`config.mk`:
```
export PLATFORM = sky130hd
export DESIGN_NAME = dsm_front_end
export DESIGN_NICKNAME = d
export VERILOG_FILES = /design/src/rtl/dsm_pkg.sv /design/src/rtl/dsm_clkgen.sv /design/src/rtl/dsm_chan.sv /design/src/rtl/dsm_front_end.sv
export SDC_FILE = /design/constraint.sdc
export NUM_CORES = 1
export LEC_CHECK = 0
export BUFFER_PORTS_ARGS = -buffer_cell sky130_fd_sc_hd__buf_2
export CAP_MARGIN = 10
export CELL_PAD_IN_SITES_DETAIL_PLACEMENT = 1
export CELL_PAD_IN_SITES_GLOBAL_PLACEMENT = 1
export CORE_ASPECT_RATIO = 1.1
export CORE_MARGIN = 3
export CORE_UTILIZATION = 30
export DETAILED_ROUTE_END_ITERATION = 8
export MAX_ROUTING_LAYER = met4
export PLACE_DENSITY_LB_ADDON = 0.1
export SYNTH_ARGS = -nofsm -noshare
export SYNTH_HDL_FRONTEND = slang
export SYNTH_SLANG_ARGS = --single-unit
```
`constraint.sdc`:
```
create_clock -name clk -period 5.58 [get_ports clk]
set_input_delay 0.279 -clock clk [delete_from_list [all_inputs] [get_ports clk]]
set_output_delay 0.279 -clock clk [all_outputs]
set_load 0.01 [all_outputs]
```
`src/rtl/dsm_pkg.sv`:
```
package dsm_pkg;
  typedef logic signed [1:0] smp_t;
  localparam smp_t SMP_POS = 2'sb01;
  localparam smp_t SMP_NEG = 2'sb11;
  localparam int PCT_FS_LO = 14;
  localparam int PCT_FS_HI = 86;
  localparam int PCT_OH_LO = 7;
  localparam int PCT_OH_HI = 93;
endpackage

```
`src/rtl/dsm_clkgen.sv`:
```
module dsm_clkgen #(
  parameter int HALF_CYC = 2
) (
  input  logic clk,
  input  logic rst_n,
  input  logic rate_slow,
  input  logic sync_req,
  output logic mod_clk,
  output logic mod_clk_half,
  output logic mod_sync,
  output logic tick,
  output logic realign
);
  localparam int CW = $clog2(4 * HALF_CYC + 1) + 1;

  logic [CW-1:0] half_len;
  logic [CW-1:0] cnt_q, cnt_d;
  logic [CW:0]   ms_q, ms_d;
  logic mclk_q, mclk_d;
  logic mhalf_q, mhalf_d;
  logic msync_q, msync_d;
  logic tick_q, tick_d;
  logic realign_q, realign_d;
  logic sync_q;
  logic sync_edge;

  assign half_len  = rate_slow ? CW'(2 * HALF_CYC) : CW'(HALF_CYC);
  assign sync_edge = sync_req & ~sync_q;

  always_comb begin
    cnt_d     = cnt_q;
    mclk_d    = mclk_q;
    mhalf_d   = mhalf_q;
    msync_d   = msync_q;
    ms_d      = ms_q;
    tick_d    = 1'b0;
    realign_d = 1'b0;
    if (sync_edge) begin
      cnt_d     = '0;
      mclk_d    = 1'b0;
      mhalf_d   = 1'b0;
      msync_d   = 1'b1;
      ms_d      = {half_len, 1'b0} - 1'b1;
      realign_d = 1'b1;
    end else begin
      if (cnt_q >= half_len - 1'b1) begin
        cnt_d  = '0;
        mclk_d = ~mclk_q;
        if (!mclk_q) begin
          mhalf_d = ~mhalf_q;
          tick_d  = 1'b1;
        end
      end else begin
        cnt_d = cnt_q + 1'b1;
      end
      if (msync_q) begin
        if (ms_q == '0) msync_d = 1'b0;
        else            ms_d    = ms_q - 1'b1;
      end
    end
  end

  always_ff @(posedge clk or negedge rst_n) begin
    if (!rst_n) begin
      cnt_q     <= '0;
      ms_q      <= '0;
      mclk_q    <= 1'b0;
      mhalf_q   <= 1'b0;
      msync_q   <= 1'b0;
      tick_q    <= 1'b0;
      realign_q <= 1'b0;
      sync_q    <= 1'b0;
    end else begin
      cnt_q     <= cnt_d;
      ms_q      <= ms_d;
      mclk_q    <= mclk_d;
      mhalf_q   <= mhalf_d;
      msync_q   <= msync_d;
      tick_q    <= tick_d;
      realign_q <= realign_d;
      sync_q    <= sync_req;
    end
  end

  assign mod_clk      = mclk_q;
  assign mod_clk_half = mhalf_q;
  assign mod_sync     = msync_q;
  assign tick         = tick_q;
  assign realign      = realign_q;
endmodule

```
`src/rtl/dsm_chan.sv`:
```
module dsm_chan
  import dsm_pkg::*;
#(
  parameter int WIN_MIN = 2,
  parameter int WIN_MAX = 10,
  parameter int WLW     = 4
) (
  input  logic           clk,
  input  logic           rst_n,
  input  logic           tick,
  input  logic           realign,
  input  logic           clear,
  input  logic [WLW-1:0] win_log,
  input  logic           bit_in,
  input  logic           err_in,
  output smp_t           smp,
  output logic           smp_vld,
  output logic           err_st,
  output logic           fs_st,
  output logic           rng_st
);
  localparam int CNTW = WIN_MAX + 1;
  localparam int NW   = $clog2(WIN_MAX + 1);
  localparam int PW   = CNTW + 8;

  logic [NW-1:0]   n_req, n_eff, n_q, n_d;
  logic [CNTW-1:0] cnt_q, cnt_d, ones_q, ones_d, ones_nx, len_m1;
  logic [PW-1:0]   prod, thr_fs_lo, thr_fs_hi, thr_oh_lo, thr_oh_hi;
  logic            win_end, beyond_fs, beyond_oh;
  smp_t            smp_q, smp_d;
  logic            vld_q, vld_d;
  logic            err_q, err_d, fs_q, fs_d, rng_q, rng_d;

  always_comb begin
    if (int'(win_log) < WIN_MIN)      n_req = NW'(WIN_MIN);
    else if (int'(win_log) > WIN_MAX) n_req = NW'(WIN_MAX);
    else                              n_req = NW'(win_log);
  end

  assign n_eff     = (cnt_q == '0) ? n_req : n_q;
  assign len_m1    = (CNTW'(1) << n_eff) - 1'b1;
  assign ones_nx   = ones_q + CNTW'(bit_in);
  assign prod      = PW'(ones_nx) * PW'(100);
  assign thr_fs_lo = PW'(PCT_FS_LO) << n_eff;
  assign thr_fs_hi = PW'(PCT_FS_HI) << n_eff;
  assign thr_oh_lo = PW'(PCT_OH_LO) << n_eff;
  assign thr_oh_hi = PW'(PCT_OH_HI) << n_eff;
  assign beyond_fs = (prod > thr_fs_hi) || (prod < thr_fs_lo);
  assign beyond_oh = (prod > thr_oh_hi) || (prod < thr_oh_lo);
  assign win_end   = tick && (cnt_q == len_m1);

  always_comb begin
    cnt_d  = cnt_q;
    ones_d = ones_q;
    n_d    = n_q;
    smp_d  = smp_q;
    vld_d  = 1'b0;
    err_d  = clear ? 1'b0 : err_q;
    fs_d   = clear ? 1'b0 : fs_q;
    rng_d  = clear ? 1'b0 : rng_q;
    if (realign) begin
      cnt_d  = '0;
      ones_d = '0;
    end else if (tick) begin
      vld_d = 1'b1;
      smp_d = bit_in ? SMP_POS : SMP_NEG;
      n_d   = n_eff;
      if (err_in) err_d = 1'b1;
      if (win_end) begin
        cnt_d  = '0;
        ones_d = '0;
        if (beyond_fs || beyond_oh) fs_d = 1'b1;
        if (beyond_oh)              rng_d = 1'b1;
      end else begin
        cnt_d  = cnt_q + 1'b1;
        ones_d = ones_nx;
      end
    end
  end

  always_ff @(posedge clk or negedge rst_n) begin
    if (!rst_n) begin
      cnt_q  <= '0;
      ones_q <= '0;
      n_q    <= '0;
      smp_q  <= '0;
      vld_q  <= 1'b0;
      err_q  <= 1'b0;
      fs_q   <= 1'b0;
      rng_q  <= 1'b0;
    end else begin
      cnt_q  <= cnt_d;
      ones_q <= ones_d;
      n_q    <= n_d;
      smp_q  <= smp_d;
      vld_q  <= vld_d;
      err_q  <= err_d;
      fs_q   <= fs_d;
      rng_q  <= rng_d;
    end
  end

  assign smp     = smp_q;
  assign smp_vld = vld_q;
  assign err_st  = err_q;
  assign fs_st   = fs_q;
  assign rng_st  = rng_q;
endmodule

```
`src/rtl/dsm_front_end.sv`:
```
module dsm_front_end
  import dsm_pkg::*;
#(
  parameter int NCH      = 4,
  parameter int HALF_CYC = 2,
  parameter int WIN_MIN  = 2,
  parameter int WIN_MAX  = 10,
  parameter int WLW      = 4
) (
  input  logic             clk,
  input  logic             rst_n,
  input  logic             rate_slow,
  input  logic [WLW-1:0]   win_log,
  input  logic             sync_req,
  input  logic             clear,
  input  logic [NCH-1:0]   mod_data,
  input  logic [NCH-1:0]   mod_err,
  output logic             mod_clk,
  output logic             mod_clk_half,
  output logic             mod_sync,
  output logic [2*NCH-1:0] smp_data,
  output logic [NCH-1:0]   smp_valid,
  output logic [NCH-1:0]   err_sticky,
  output logic [NCH-1:0]   fs_sticky,
  output logic [NCH-1:0]   range_sticky
);
  logic [1:0] rst_pipe;
  logic       rst_i;
  logic       tick;
  logic       realign;

  always_ff @(posedge clk or negedge rst_n) begin
    if (!rst_n) rst_pipe <= 2'b00;
    else        rst_pipe <= {rst_pipe[0], 1'b1};
  end
  assign rst_i = rst_pipe[1];

  dsm_clkgen #(.HALF_CYC(HALF_CYC)) u_clkgen (
    .clk          (clk),
    .rst_n        (rst_i),
    .rate_slow    (rate_slow),
    .sync_req     (sync_req),
    .mod_clk      (mod_clk),
    .mod_clk_half (mod_clk_half),
    .mod_sync     (mod_sync),
    .tick         (tick),
    .realign      (realign)
  );

  for (genvar g = 0; g < NCH; g++) begin : g_ch
    smp_t s;
    dsm_chan #(.WIN_MIN(WIN_MIN), .WIN_MAX(WIN_MAX), .WLW(WLW)) u_chan (
      .clk     (clk),
      .rst_n   (rst_i),
      .tick    (tick),
      .realign (realign),
      .clear   (clear),
      .win_log (win_log),
      .bit_in  (mod_data[g]),
      .err_in  (mod_err[g]),
      .smp     (s),
      .smp_vld (smp_valid[g]),
      .err_st  (err_sticky[g]),
      .fs_st   (fs_sticky[g]),
      .rng_st  (range_sticky[g])
    );
    assign smp_data[2*g +: 2] = s;
  end
endmodule

```
==> results_dict.tcl <==
set metrics [dict create \
    synth.avg_cell_area_um2 7.964 \
    synth-main-ff-cell "dfrtp_1" \
    drt_iter0_markers 952 \
    port_buffers 43 \
    required_ps 5970 \
    overflow 0 \
    area_growth_pct 24.94 \
    power_density_nw_per_um2 504.0 \
    vias 21870 \
    max_stage_delay_ps 530 \
    grt_first_pass_wirelength_mm 130.6 \
    ys_seq_elements 141 \
    dpl.hpwl_mm 65.11 \
    syn_area_um2 22070 \
    whs_path_depth 2 \
    final-setup-viol-count 0 \
    criticalPathCategory "register to register" \
    ant_nets 0 \
    drc 0 \
    clk_latency_ps 500 \
    first_pass_iters 5 \
    ioPinCount 44 \
    clk_pin_slew_ps 90 \
    htree_levels 4 \
    ys_warn_count 0 \
    holdCritStartpoint "mod_data[2]" \
    cts_made_buffers 17 \
    grt_usage 0.2175 \
    drt_wl_total_mm 82.12 \
    hold_viol 0 \
    power.total_mw 13.90 \
    nFillCells 8473 \
    placementRows 103 \
    finalMaxSlewViolations 0 \
    max_cap_violations 0 \
    critPathLaunchType "register" \
    path_max_fanout 4 \
    antenna_found_initial 3 \
    skew_ps 26.38 \
    core-area_um2 72300 \
    final_nets 3481 \
    r2r-start "g_ch[0].u_chan.ones_q[0]" \
    rsz0062_at_grt "yes" \
    critPathMostFrequentCell "ha_4" \
    gp_congestion 0.9215 \
    synthCells 2771 \
    hp-class "input pin to register" \
    synthArstFlopShare 1.000 \
    drive_above_1_share 0.2325 \
    crit_chain "ha_4 > ha_4 > and3_4 > xor2_2 > ha_1 > ha_4 > inv_2 > fa_1 > inv_2 > ha_4 > or4_4 > o22ai_4 > xnor2_2 > ha_1 > a21o_1 > a211oi_4 > o2111ai_2 > a41oi_2 > or3_1 > maj3_2 > maj3_2 > o32ai_4 > o31a_1" \
    worst_slew_pin_slew_ps 917.0 \
    min_to "g_ch[2].u_chan.smp[1]" \
    finalInstanceArea_um2 27570 \
    synth_cell_type_count 98 \
    synth_seq_area_share 0.1599 \
    wire_per_inst_um 20.59 \
    cts.path.max_buffers 2 \
    r2r_end "g_ch[0].u_chan.fs_st" \
    crit_arrival_ps 5880 \
    viasPerCell 5.484 \
    synth_edf_count 0 \
    clock_sink_count 141 \
    dieArea_um2 76850 \
    cts_tree "built" \
    r2r_cells 23 \
    critPathCaptureType "register" \
    peakVddDrop_mv 0.2702 \
    min_period_ps 5496 \
    initial_core_util 0.3052 \
    r2r_setup_slack_ps 80 \
    fmax_mhz 182.0 \
    grt_max_degree 95 \
    status "completed" \
    cts_root_buffer "clkbuf_16" \
    crit_slowest_cell "or4_4" \
    p_leak_nw 13.38 \
    dpl-instance-area_um2 25060 \
    fin_util 0.3813 \
    grt_pass1_vias 23320 \
    max-slew-margin-rel 0.3846 \
    chipWidth_um 264.6 \
    finalCritPeriodShare 0.9849 \
    die_h_um 290.5 \
]
==> through the flow <==
step	instances	TNS, ps	hold WS [ps]	worst slack [ps]
3_5_place_dp	3906	-2130	65.78	-430.9
3_3_place_gp	3906	-1363	66.07	-391.9
4_1_cts	3959	-7.086	7.985	-7.086
5_1_grt	3988	-588.1	39.93	-143.2
2_1_floorplan	2772	0	-16.59	4.610
6_report	3988	0	45.37	84.21
==> cell usage after synthesis (21+ instances only) <==
cell type | n | area, um^2
a21o_1 | 58 | 435.4
dfrtp_1 | 141 | 3528
or2_2 | 23 | 143.9
nand2_1 | 262 | 983.4
nor2b_1 | 21 | 131.4
clkbuf_1 | 91 | 341.6
and3_1 | 41 | 256.5
nand2b_1 | 37 | 231.5
a211oi_1 | 27 | 202.7
o21a_1 | 30 | 225.2
inv_1 | 186 | 698.2
nor4_1 | 24 | 150.1
xnor2_1 | 96 | 840.8
o31ai_1 | 21 | 157.7
o21ai_0 | 134 | 670.6
ha_1 | 416 | 5205
a21oi_1 | 174 | 870.8
a31oi_1 | 35 | 219.0
xor2_1 | 68 | 595.6
nor2_1 | 165 | 619.3
nor3_1 | 47 | 235.2
buf_2 | 25 | 125.1
buf_4 | 25 | 187.7
nand4_1 | 40 | 250.2
o211ai_1 | 25 | 187.7
o21ai_1 | 58 | 290.3
nand3_1 | 96 | 480.5
or3_1 | 36 | 225.2
==> state kept, by name, summed over array words and instances (netlist names) <==
signal / flops
g_ch.u_chan.cnt_q: 44
g_ch.u_chan.ones_q: 44
g_ch.u_chan.n_q: 16
u_clkgen.ms_q: 6
g_ch.u_chan.smp: 5
u_clkgen.cnt_q: 5
g_ch.u_chan.err_st: 4
g_ch.u_chan.fs_st: 4
g_ch.u_chan.rng_st: 4
rst_pipe: 2
g_ch.u_chan.smp_vld: 1
u_clkgen.mod_clk: 1
u_clkgen.mod_clk_half: 1
u_clkgen.mod_sync: 1
u_clkgen.realign: 1
u_clkgen.sync_q: 1
u_clkgen.tick: 1
==> placed cells by master, fill, tap and decap left out, types with 22 or more instances in the layout <==
cell,Yosys,layout
buf_2,25,42
ha_1,416,375
inv_1,186,175
xnor2_1,96,68
and3_1,41,33
or3_1,36,34
a21o_1,58,58
o211ai_1,25,25
nand2_1,262,259
a21oi_1,174,159
nand4_1,40,40
ha_4,0,36
nor2_1,165,145
nor3_1,47,42
xor2_1,68,52
nand3_1,96,87
xnor2_2,0,24
a31oi_1,35,32
o21ai_1,58,65
o21a_1,30,28
dfrtp_1,141,140
buf_4,25,333
nor4_1,24,24
o21ai_0,134,119
a211oi_1,27,22
or2_2,23,22
nand2b_1,37,36
==> worst max-delay path, delay by kind of cell, from the launching register on <==
family	cells	cell delay [ps]
DFF	1	420
buffers and inverters	2	80
xor gates and xnor gates	2	300
AOI/OAI and AO/OA	7	1390
and+or+nand+nor	3	880
adders and majority gates	9	2290
==> timing repair <==
action	4_1_cts	5_1_grt
resized for setup	88	193
hold endpoints to repair	8	0
setup buffers	14	29
hold buffers	7	0
endpoints found under the setup margin	8	66
cloned	0	0
pin swaps	52	124
==> final cells by class <==
| class | count | area [um^2] | share of cell area |
|---|---|---|---|
| tap | 945 | 1182 | 0.04289 |
| clock inverter | 12 | 127.6 | 0.004629 |
| timing repair buffer | 388 | 2865 | 0.1039 |
| sequential | 141 | 3532 | 0.1281 |
| multi-input combinational | 2291 | 18690 | 0.6778 |
| inverter | 189 | 713.2 | 0.02587 |
| clock buffer | 20 | 456.7 | 0.01656 |
| antenna | 2 | 5.005 | 0.0001815 |
==> kinds of logic (layout without fill, tap and decap cells) <==
kind of cell	after synthesis	count (layout)	synth area share
compound gates	765	765	0.2313
xor+xnor	165	165	0.06611
fa+ha+maj	456	456	0.2631
buf+inv	340	609	0.06526
flops	141	141	0.1599
mux	21	21	0.009582
other cells	2	5	0.0003403
simple gates	881	881	0.2043
==> report_power, final <==
part           internal [mW]  switching, mW  leakage (nW)  total [mW]
clock                  0.649          0.563         0.278        1.21
combinational           4.46           6.84          11.2        11.3
sequential              1.18          0.217          1.89        1.39
==> how the worst max path moves through the flow <==
stage / start / endpoint / cells after the start
floorplan: g_ch[1].u_chan.ones_q[0] / g_ch[1].u_chan.fs_st / 27
global placement: mod_data[0] / g_ch[0].u_chan.fs_st / 25
detailed placement: mod_data[0] / g_ch[0].u_chan.fs_st / 25
CTS: g_ch[0].u_chan.ones_q[0] / g_ch[0].u_chan.fs_st / 26
global route: g_ch[1].u_chan.ones_q[0] / g_ch[1].u_chan.fs_st / 28
finish: g_ch[0].u_chan.ones_q[0] / g_ch[0].u_chan.fs_st / 23
==> layer usage <==
layer / track usage / part of all wire
met2: 0.3640 / 0.49
met3: 0.02862 / 0.029
met4: 0.06343 / 0.026
met1: 0.2737 / 0.46
met5: - / 0
Power figures use the tool's default switching activity.
